===== src/rtl/wdog_pkg.sv =====
package wdog_pkg;
  typedef enum logic [1:0] {
    A_PRE1 = 2'd0,
    A_PRE2 = 2'd1,
    A_KICK = 2'd2,
    A_NONE = 2'd3
  } waddr_e;

  typedef enum logic [1:0] {
    U_IDLE = 2'd0,
    U_HALF = 2'd1,
    U_OPEN = 2'd2
  } ulk_e;

  localparam logic [7:0] KEY_FIRST  = 8'h80;
  localparam logic [7:0] KEY_SECOND = 8'h86;
  localparam int KICK_RELOAD_BIT = 8;
  localparam int KICK_FLAG_BIT   = 9;
endpackage


===== src/rtl/wdog_unlock.sv =====
module wdog_unlock
  import wdog_pkg::*;
#(
  parameter int DW = 20
) (
  input  logic          clk,
  input  logic          rst,
  input  logic          wr_en,
  input  logic [1:0]    wr_addr,
  input  logic [DW-1:0] wr_data,
  output logic          grant
);
  ulk_e st;
  logic is_kick;

  assign is_kick = (wr_addr == A_KICK);
  assign grant   = wr_en && (st == U_OPEN);

  always_ff @(posedge clk) begin
    if (rst) begin
      st <= U_IDLE;
    end else if (wr_en) begin
      case (st)
        U_IDLE:  st <= (is_kick && wr_data == DW'(KEY_FIRST))  ? U_HALF : U_IDLE;
        U_HALF:  st <= (is_kick && wr_data == DW'(KEY_SECOND)) ? U_OPEN : U_IDLE;
        default: st <= U_IDLE;
      endcase
    end
  end

  // the window admits a single write
  a_r2_one_shot: assert property (@(posedge clk) disable iff (rst)
    (wr_en && st == U_OPEN) |=> (st != U_OPEN));
  // the locked state can never jump straight to open
  a_r3_no_skip: assert property (@(posedge clk) disable iff (rst)
    (st == U_IDLE) |=> (st != U_OPEN));
endmodule


===== src/rtl/wdog_prescaler.sv =====
module wdog_prescaler #(
  parameter int DIV_FAST = 32,
  parameter int DIV_SLOW = 32768
) (
  input  logic clk,
  input  logic rst,
  input  logic run,
  input  logic fast,
  input  logic restart,
  output logic tick
);
  localparam int CW = $clog2(DIV_SLOW);

  logic [CW-1:0] cnt;
  logic [CW-1:0] lim;
  logic          wrap;

  assign lim  = fast ? CW'(DIV_FAST - 1) : CW'(DIV_SLOW - 1);
  assign wrap = (cnt >= lim);
  assign tick = run && !restart && wrap;

  always_ff @(posedge clk) begin
    if (rst || !run || restart) cnt <= '0;
    else if (wrap)              cnt <= '0;
    else                        cnt <= cnt + CW'(1);
  end

  // ticks are spaced apart, never back to back
  a_r4_tick_spacing: assert property (@(posedge clk) disable iff (rst)
    tick |=> !tick);
endmodule


===== src/rtl/wdog_countdown.sv =====
module wdog_countdown #(
  parameter int DW = 20
) (
  input  logic          clk,
  input  logic          rst,
  input  logic          run,
  input  logic          tick,
  input  logic          restart,
  input  logic          irq_off,
  input  logic [DW-1:0] pre1,
  input  logic [DW-1:0] pre2,
  output logic          irq,
  output logic          rst_req
);
  logic          second;
  logic [DW-1:0] cnt;

  function automatic logic [DW-1:0] ld(input logic [DW-1:0] v);
    return (v == '0) ? DW'(1) : v;
  endfunction

  always_ff @(posedge clk) begin
    if (rst) begin
      second  <= 1'b0;
      cnt     <= DW'(1);
      irq     <= 1'b0;
      rst_req <= 1'b0;
    end else begin
      irq     <= 1'b0;
      rst_req <= 1'b0;
      if (!run || restart) begin
        second <= 1'b0;
        cnt    <= ld(pre1);
      end else if (tick) begin
        if (cnt <= DW'(1)) begin
          if (!second) begin
            second <= 1'b1;
            cnt    <= ld(pre2);
            irq    <= !irq_off;
          end else begin
            second  <= 1'b0;
            cnt     <= ld(pre1);
            rst_req <= 1'b1;
          end
        end else begin
          cnt <= cnt - DW'(1);
        end
      end
    end
  end

  // interrupt is a single-cycle pulse
  a_r5_irq_single: assert property (@(posedge clk) disable iff (rst)
    irq |=> !irq);
  // a masked interrupt never appears
  a_r5_irq_gate: assert property (@(posedge clk) disable iff (rst)
    irq |-> !$past(irq_off));
  // reset request is a single-cycle pulse coming out of stage two
  a_r6_req_single: assert property (@(posedge clk) disable iff (rst)
    rst_req |=> !rst_req);
  a_r6_req_from_stage2: assert property (@(posedge clk) disable iff (rst)
    rst_req |-> $past(second));
  // the remaining count never sits at zero
  a_r10_cnt_nonzero: assert property (@(posedge clk) disable iff (rst)
    run |-> (cnt != '0));
endmodule


===== src/rtl/wdog_two_stage.sv =====
module wdog_two_stage
  import wdog_pkg::*;
#(
  parameter int          DW       = 20,
  parameter int          DIV_FAST = 32,
  parameter int          DIV_SLOW = 32768,
  parameter int unsigned PRE_RST  = 'hFFFFF
) (
  input  logic          clk,
  input  logic          rst,
  input  logic [1:0]    reg_addr,
  input  logic [DW-1:0] reg_wdata,
  input  logic          reg_we,
  output logic [DW-1:0] reg_rdata,
  input  logic          cfg_enable,
  input  logic          cfg_fast_tick,
  input  logic          cfg_irq_off,
  output logic          irq,
  output logic          rst_req
);
  logic          grant;
  logic          tick;
  logic          reload;
  logic          flag_clr;
  logic          flag;
  logic [DW-1:0] pre1;
  logic [DW-1:0] pre2;
  logic [DW-1:0] kick_view;

  wdog_unlock #(.DW(DW)) u_unlock (
    .clk(clk), .rst(rst), .wr_en(reg_we), .wr_addr(reg_addr),
    .wr_data(reg_wdata), .grant(grant)
  );

  assign reload   = grant && (reg_addr == A_KICK) && reg_wdata[KICK_RELOAD_BIT];
  assign flag_clr = grant && (reg_addr == A_KICK) && reg_wdata[KICK_FLAG_BIT];

  wdog_prescaler #(.DIV_FAST(DIV_FAST), .DIV_SLOW(DIV_SLOW)) u_presc (
    .clk(clk), .rst(rst), .run(cfg_enable), .fast(cfg_fast_tick),
    .restart(reload), .tick(tick)
  );

  wdog_countdown #(.DW(DW)) u_count (
    .clk(clk), .rst(rst), .run(cfg_enable), .tick(tick), .restart(reload),
    .irq_off(cfg_irq_off), .pre1(pre1), .pre2(pre2),
    .irq(irq), .rst_req(rst_req)
  );

  always_ff @(posedge clk) begin
    if (rst) begin
      pre1 <= DW'(PRE_RST);
      pre2 <= DW'(PRE_RST);
      flag <= 1'b0;
    end else begin
      if (grant && reg_addr == A_PRE1) pre1 <= reg_wdata;
      if (grant && reg_addr == A_PRE2) pre2 <= reg_wdata;
      if (rst_req)       flag <= 1'b1;
      else if (flag_clr) flag <= 1'b0;
    end
  end

  always_comb begin
    kick_view = '0;
    kick_view[KICK_FLAG_BIT] = flag;
  end

  always_ff @(posedge clk) begin
    if (rst) begin
      reg_rdata <= '0;
    end else begin
      case (reg_addr)
        A_PRE1:  reg_rdata <= pre1;
        A_PRE2:  reg_rdata <= pre2;
        A_KICK:  reg_rdata <= kick_view;
        default: reg_rdata <= '0;
      endcase
    end
  end

  // a guarded preload write without the key pattern changes nothing
  a_r3_pre1_guarded: assert property (@(posedge clk) disable iff (rst)
    (reg_we && reg_addr == A_PRE1 && !grant) |=> $stable(pre1));
  // the flag follows stage-two expiry and holds until an unlocked clear
  a_r7_flag_sets: assert property (@(posedge clk) disable iff (rst)
    rst_req |=> flag);
  a_r7_flag_sticky: assert property (@(posedge clk) disable iff (rst)
    (flag && !flag_clr) |=> flag);
endmodule


===== config.mk =====
export PLATFORM = sky130hd
export DESIGN_NAME = wdog_two_stage
export DESIGN_NICKNAME = d
export VERILOG_FILES = /design/src/rtl/wdog_pkg.sv /design/src/rtl/wdog_unlock.sv /design/src/rtl/wdog_prescaler.sv /design/src/rtl/wdog_countdown.sv /design/src/rtl/wdog_two_stage.sv
export SDC_FILE = /design/constraint.sdc
export NUM_CORES = 1
export LEC_CHECK = 0
export ABC_AREA = 0
export CORE_ASPECT_RATIO = 0.5
export CORE_MARGIN = 3
export CORE_UTILIZATION = 50
export DETAILED_ROUTE_END_ITERATION = 8
export DONT_BUFFER_PORTS = 1
export PLACE_DENSITY_LB_ADDON = 0.05
export SKIP_CTS_REPAIR_TIMING = 1
export SYNTH_ARGS = -nofsm -noshare
export SYNTH_HDL_FRONTEND = slang
export SYNTH_SLANG_ARGS = --single-unit

===== constraint.sdc =====
create_clock -name clk -period 3.2 [get_ports clk]
set_clock_uncertainty 0.1 [all_clocks]
set_input_delay 0.64 -clock clk [delete_from_list [all_inputs] [get_ports clk]]
set_output_delay 0.64 -clock clk [all_outputs]
set_load 0.05 [all_outputs]

==> results of run 1 <==
## cell type report
cell class	count	area, um2	share of cell area [%]
clock inverters	6	78.8	1.44
inverters	6	22.5	0.411
multi-input cells	446	2850	52.0
well taps	135	169	3.08
flip-flops and latches	101	2020	36.9
clock buffers	10	239	4.36
repair buffers	13	97.6	1.78
## per-layer routing
metal  GRT usage (%)  vias to the layer above  routed length [um]
met4            5.16                        0                 118
met5               0                        -                   0
li1                -                     2058                   -
met2            31.5                      130                5250
met1            36.9                     1976                6880
met3            7.73                        9                 973
## worst register-to-register path: cells and delay by family (launching register included)
family                   cells  cell delay [ns]
adder cells (fa/ha/maj)      1             0.31
AO/OA/AOI/OAI                2             0.21
AND/OR/NAND/NOR              4             1.30
flip-flops                   1             0.45
buffers and inverters        1             0.22
## worst max-delay path by stage
| stage | from | endpoint | slack (ns) | cells past startpoint |
|---|---|---|---|---|
| after CTS | u_presc.cnt[0] | u_presc.cnt[3] | 0.50 | 8 |
| after global routing | u_presc.cnt[0] | u_presc.cnt[0] | 0.32 | 8 |
| after floorplan | cfg_fast_tick | u_count.cnt[19] | 0.59 | 10 |
| after global placement | cfg_fast_tick | u_count.cnt[0] | 0.48 | 7 |
| final | u_presc.cnt[0] | u_presc.cnt[3] | 0.52 | 8 |
| after detailed placement | cfg_fast_tick | u_presc.cnt[3] | 0.38 | 8 |
## placed cells by master (no fill, tap or decap), drive strengths merged, types with 14 or more instances in the layout
cell type,synthesis,final
a211o,21,21
nand3,14,14
nor4,16,16
xor2,16,16
nor2,73,73
nand2,87,87
o21ai,14,14
nand3b,22,22
dfxtp,101,101
nor2b,22,22
mux2i,40,40
## logic make-up (layout without fill, tap and decap cells)
group                    after synthesis  after routing  share of synthesized area, %
adder cells (fa/ha/maj)               13             13                          3.23
XOR/XNOR                              25             25                          4.34
flip-flops                           101            101                          40.1
multiplexers                          40             40                          7.94
AO/OA/AOI/OAI                         91             91                          13.2
buffers and inverters                 43             35                          3.62
AND/OR/NAND/NOR                      277            277                          27.5
## sequential cells by signal, summed over array words and instances, names as in the netlist
register	flops
u_presc.cnt	15
u_unlock.st	2
u_count.second	1
reg_rdata	20
pre1	20
u_count.cnt	20
flag	1
u_count.irq	1
u_count.rst_req	1
pre2	20
## power groups by stage
stage | logic (mW) | clock network (mW) | registers, mW
after floorplan | 0.107 | 0 | 1.39
after global placement | 0.113 | 0 | 1.40
after detailed placement | 0.114 | 0 | 1.40
after CTS | 0.115 | 1.19 | 1.37
after global routing | 0.129 | 1.25 | 1.38
final | 0.116 | 1.16 | 1.37
## stage by stage
| stage | cells | total power, mW | hold WS, ns | cell area (um2) |
|---|---|---|---|---|
| detailed placement | 701 | 1.51 | 0.376 | 5160 |
| global route | 717 | 2.76 | 0.237 | 5480 |
| floorplan | 590 | 1.50 | 0.355 | 5040 |
| finish | 717 | 2.65 | 0.257 | 5480 |
| global placement | 701 | 1.51 | 0.369 | 5160 |
| CTS | 717 | 2.68 | 0.244 | 5480 |
==> flow_metrics.py, run 1 <==
metrics = {
    "run_status": {
        "status": "finished, final reports clean",
    },
    "pwr": {
        "seqPwrFrac_pct": 51.7,
        "p_leak_nw": 2.10,
        "clock_power_share_pct": 43.9,
        "switching_share_pct": 24.9,
        "comb_power_share_pct": 4.4,
        "p_int_mw": 1.99,
        "power_switching_mw": 0.661,
        "ir_worst_vdd_mv": 0.374,
        "p_per_area_mw_per_mm2": 484,
    },
    "drt": {
        "wl_um": 13200,
        "drt-wirelength-per-cell_um": 18.4,
        "ant_nets": 0,
        "routed-via-count": 4173,
        "via_per_inst": 5.82,
        "drc_errors": 0,
        "drt-initial-drc-count": 386,
        "dr.pass1.iters": 5,
    },
    "yosys": {
        "synth.most_common_cell": "dfxtp_1",
        "synth_area_leaders": "dfxtp_1 (40%), mux2i_1 (7.9%), nand2_1 (6.4%), nor2_1 (5.4%), a211o_1 (3.6%)",
        "synth_cells": 590,
        "ys_warn_count": 0,
        "syn_avg_cell_area_um2": 8.54,
        "synth_seq_cells": 101,
        "synth.cells.most_frequent": "dfxtp_1 (101), nand2_1 (86), nor2_1 (73)",
        "netlist_area_mm2": 0.00504,
        "seq_area_frac_synth_pct": 40.1,
        "async_flop_share_pct": 0,
        "synth_cell_types": 50,
        "synth_edf_count": 0,
        "synth_top_area_cell": "dfxtp_1",
        "synthFlopType": "dfxtp_1",
        "synth_top_cell_area_share_pct": 40.1,
        "syn_nets": 631,
    },
    "timing": {
        "slew_viol_final": 0,
        "finalHoldViolCount": 0,
        "post-route-min-period_ns": 2.68,
        "min_period_over_period_pct": 83.9,
        "fin_setup_tns_ns": 0,
        "max_clock_freq_mhz": 372,
        "tightest_slew_ns": 0.777,
        "rsz0062_at_grt": "no",
        "maxSlewHeadroom_pct": 48.2,
        "setup_viol": 0,
        "fin_ws_ns": 0.515,
    },
    "finish": {
        "fillers": 935,
        "antenna_cells": 0,
        "final_core_utilization_pct": 56.9,
        "final_layout_size_suffix_gt1_share_pct": 6.70,
        "nets": 618,
        "syn_to_final_growth_pct": 8.69,
    },
    "global_routing": {
        "track_usage_pct": 23.8,
        "grt_max_degree": 64,
        "antenna_found_initial": 0,
        "first_global_vias": 3907,
        "overflow": 0,
        "grt_pass1_wl_um": 21300,
    },
    "worst_setup_path": {
        "worstPathRequired_ns": 3.34,
        "critPathTopFamily": "simple AND/OR/NAND/NOR gates",
        "crit_path_max_incr_delay_ns": 0.63,
        "worstPathArrival_ns": 2.83,
        "path_max_fanout": 10,
        "rrSetupSlack_ns": 0.52,
        "path_class": "reg2reg",
        "reg2reg_depth": 8,
        "timing.rr.end": "u_presc.cnt[3]",
        "worstPathCellList": "ha_1 > a21o_1 > a41oi_1 > or4b_1 > and2_1 > nand2_1 > buf_4 > nor2_1",
        "start_kind": "flop",
        "endpoint_kind": "flop",
        "critPathBufInv": 1,
        "worst_path_max_delay_cell": "or4b_1",
        "rr_startpoint": "u_presc.cnt[0]",
    },
    "floorplanning": {
        "core_area_mm2": 0.00963,
        "start_util_pct": 52.3,
        "dieArea_mm2": 0.0114,
        "io_pins": 50,
        "row_count": 25,
        "die_h_um": 77.0,
        "die_x_um": 148,
    },
    "clock_tree": {
        "numClockSinks": 101,
        "worst_skew_pair.late_latency_ns": 0.35,
        "cts_tree": "built",
        "cts-htree-levels": 3,
        "cts_max_path_buffers": 2,
        "clk_pin_slew_ns": 0.07,
        "cts_root_buffer": "clkbuf_16",
        "cts_buffers": 9,
    },
    "placement": {
        "hpwl_um": 9300,
        "routabilityCongestion": 0.844,
        "port_buffers": 0,
        "pre_cts_ws_ns": 0.376,
    },
    "min_path": {
        "min_path_type": "in2reg",
        "holdPathEnd": "u_count.irq",
        "hp-start": "cfg_irq_off",
        "worst_hold_path.num_cells": 1,
    },
    "flow_run": {
        "maxCapViolCount": 0,
    },
}
No activity file was read; power rests on OpenSTA's default activity.
==> inputs of run 2 (changes only) <==
Settings changed: ABC_AREA 0 to 1.
Clock period 3.2 ns to 2.6 ns, I/O delays scaled along.
==> run 2 against run 1 <==
  * Routed wire length rose by 12%
  * Sequential power rose by 26%
  * Clock-buffer cell count fell by 1
  * Non-clock buffer count fell by 1
==> flow_metrics.py, run 2 <==
metrics = {
    "pwr": {
        "p_per_area_mw_per_mm2": 569,
        "comb_power_share_pct": 8.6,
        "p_int_mw": 2.37,
        "power_switching_mw": 0.962,
        "switching_share_pct": 28.9,
        "clock_power_share_pct": 39.6,
        "seqPwrFrac_pct": 51.8,
        "p_leak_nw": 2.77,
        "ir_worst_vdd_mv": 0.296,
    },
    "worst_setup_path": {
        "endpoint_kind": "flop",
        "path_depth": 11,
        "crit_start": "u_unlock.st[0]",
        "rr_startpoint": "u_unlock.st[0]",
        "critPathTopFamily": "simple AND/OR/NAND/NOR gates",
        "crit_top_cell": "nand2_1",
        "timing.rr.end": "u_count.cnt[18]",
        "critPathBufInv": 2,
        "worst_path_max_delay_cell": "inv_2",
        "setup.worst_path.end": "u_count.cnt[18]",
        "start_kind": "flop",
        "rrSetupSlack_ns": 0.53,
        "path_class": "reg2reg",
        "worstPathArrival_ns": 2.26,
        "worstPathRequired_ns": 2.79,
        "crit_path_max_incr_delay_ns": 0.37,
        "reg2reg_depth": 11,
        "path_max_fanout": 29,
        "worstPathCellList": "nor2_2 > nand2_1 > nor2_2 > nand2_1 > nand2_2 > inv_2 > nand2_1 > buf_4 > a21oi_1 > nor2_1 > nor2_1",
    },
    "finish": {
        "fillers": 1041,
        "antenna_cells": 0,
        "final_layout_size_suffix_gt1_share_pct": 6.44,
        "seqCellArea_mm2": 0.00202,
        "final_core_utilization_pct": 56.1,
        "syn_to_final_growth_pct": 6.46,
        "final_cell_mix": "nand2_1 (241), nor2_1 (136), dfxtp_1 (101)",
        "nets": 876,
        "final_common_cell": "nand2_1",
        "multi_input_area_mm2": 0.00302,
    },
    "flow_run": {
        "maxCapViolCount": 0,
    },
    "drt": {
        "ant_nets": 0,
        "dr.pass1.iters": 5,
        "via_per_inst": 5.35,
        "drt-wirelength-per-cell_um": 15.1,
        "drc_errors": 0,
        "wl_um": 14800,
        "routed-via-count": 5237,
        "drt-initial-drc-count": 426,
    },
    "yosys": {
        "synth_cells": 850,
        "synth_edf_count": 0,
        "synth.most_common_cell": "nand2_1",
        "syn_avg_cell_area_um2": 6.47,
        "synth.mux.area_fraction_pct": 0,
        "synthFlopType": "dfxtp_1",
        "seq_area_frac_synth_pct": 36.8,
        "async_flop_share_pct": 0,
        "syn_nets": 891,
        "synth_compound_area_share_pct": 10.5,
        "synth_cell_types": 39,
        "yosys.area_share.adder_pct": 2.96,
        "synth_seq_cells": 101,
        "synth_xor_xnor_area_share_pct": 1.59,
        "synth_top_area_cell": "dfxtp_1",
        "yosys.area_share.simple_pct": 39.9,
        "synth_top_family_by_area": "simple AND/OR/NAND/NOR gates",
        "netlist_area_mm2": 0.00550,
        "synth_top_cell_area_share_pct": 36.8,
        "ys_warn_count": 0,
        "synth_area_leaders": "dfxtp_1 (37%), nand2_1 (16%), nor2_1 (9.4%), a21oi_1 (5.5%), nand3_1 (5.2%)",
        "synth.cells.most_frequent": "nand2_1 (241), nor2_1 (137), dfxtp_1 (101)",
    },
    "timing": {
        "maxSlewHeadroom_pct": 60.2,
        "tightest_slew_ns": 0.596,
        "finalHoldViolCount": 0,
        "rsz0062_at_grt": "no",
        "post-route-min-period_ns": 2.07,
        "max_clock_freq_mhz": 484,
        "fin_setup_tns_ns": 0,
        "slew_viol_final": 0,
        "setup_viol": 0,
        "min_period_over_period_pct": 79.4,
    },
    "clock_tree": {
        "cts_root_buffer": "clkbuf_16",
        "worst_skew_pair.late_latency_ns": 0.36,
        "numClockSinks": 101,
        "cts_buffers": 9,
        "clk_pin_slew_ns": 0.08,
        "cts_max_path_buffers": 2,
        "cts-htree-levels": 3,
        "cts_tree": "built",
    },
    "global_routing": {
        "track_usage_pct": 24.5,
        "grt_max_degree": 64,
        "antenna_found_initial": 0,
        "first_global_vias": 4775,
        "grt_pass1_wl_um": 24200,
        "overflow": 0,
    },
    "floorplanning": {
        "die_h_um": 80.1,
        "row_count": 26,
        "die_x_um": 154,
        "start_util_pct": 52.6,
        "io_pins": 50,
        "core_area_mm2": 0.0104,
        "dieArea_mm2": 0.0124,
    },
    "placement": {
        "port_buffers": 0,
        "hpwl_um": 10500,
        "routabilityCongestion": 0.877,
    },
    "run_status": {
        "status": "finished, final reports clean",
    },
    "min_path": {
        "min_path_type": "in2reg",
    },
}
run 2: worst min-delay path by stage:
stage                         startpoint             end  slack [ns]  cells past startpoint
after global placement    u_presc.cnt[0]  u_presc.cnt[0]        0.33                      1
after CTS                    cfg_irq_off     u_count.irq        0.12                      1
final                        cfg_irq_off     u_count.irq        0.13                      1
after floorplan           u_presc.cnt[0]  u_presc.cnt[0]        0.32                      1
after detailed placement  u_presc.cnt[0]  u_presc.cnt[0]        0.34                      1
after global routing         cfg_irq_off     u_count.irq        0.11                      1
run 2: cell type report:
cell class | count | area share [%]
clock buffers | 9 | 3.85
clock inverters | 6 | 0.919
inverters | 70 | 4.49
multi-input cells | 641 | 51.7
flip-flops and latches | 101 | 34.5
well taps | 140 | 2.99
repair buffers | 12 | 1.54
run 2: worst register-to-register path, delay by kind of cell (launching register included):
family          cells  cell delay [ns]
simple gates        8             0.83
compound gates      1             0.11
flops               1             0.36
buf+inv             2             0.60
run 2: cell families after synthesis:
family / count (synthesis)
compound gates: 112
simple gates: 506
fa+ha+maj: 13
flops: 101
buf+inv: 108
xor+xnor: 10
run 2: power by group through the flow:
stage / registers [mW] / clock network, mW / logic [mW]
final: 1.72 / 1.32 / 0.286
after global routing: 1.73 / 1.40 / 0.330
after CTS: 1.72 / 1.34 / 0.285
after detailed placement: 1.76 / 0 / 0.283
after global placement: 1.76 / 0 / 0.281
after floorplan: 1.74 / 0 / 0.244
run 2: metrics by stage:
step	setup WS, ns	instance area [um2]	std cells	total power [mW]	hold WS (ns)
6_report	0.535	5850	979	3.33	0.126
5_1_grt	0.320	5850	979	3.46	0.111
4_1_cts	0.568	5850	979	3.34	0.122
3_5_place_dp	0.379	5570	964	2.04	0.338
3_3_place_gp	0.448	5570	964	2.04	0.331
2_1_floorplan	0.588	5500	850	1.99	0.318
run 2: metal layers:
metal	part of all wire, %	up-vias	global-route usage, %
li1	-	2706	-
met1	51	2337	36.0
met2	39	176	35.4
met3	8.3	18	6.84
met4	1.3	0	5.64
met5	0	-	0
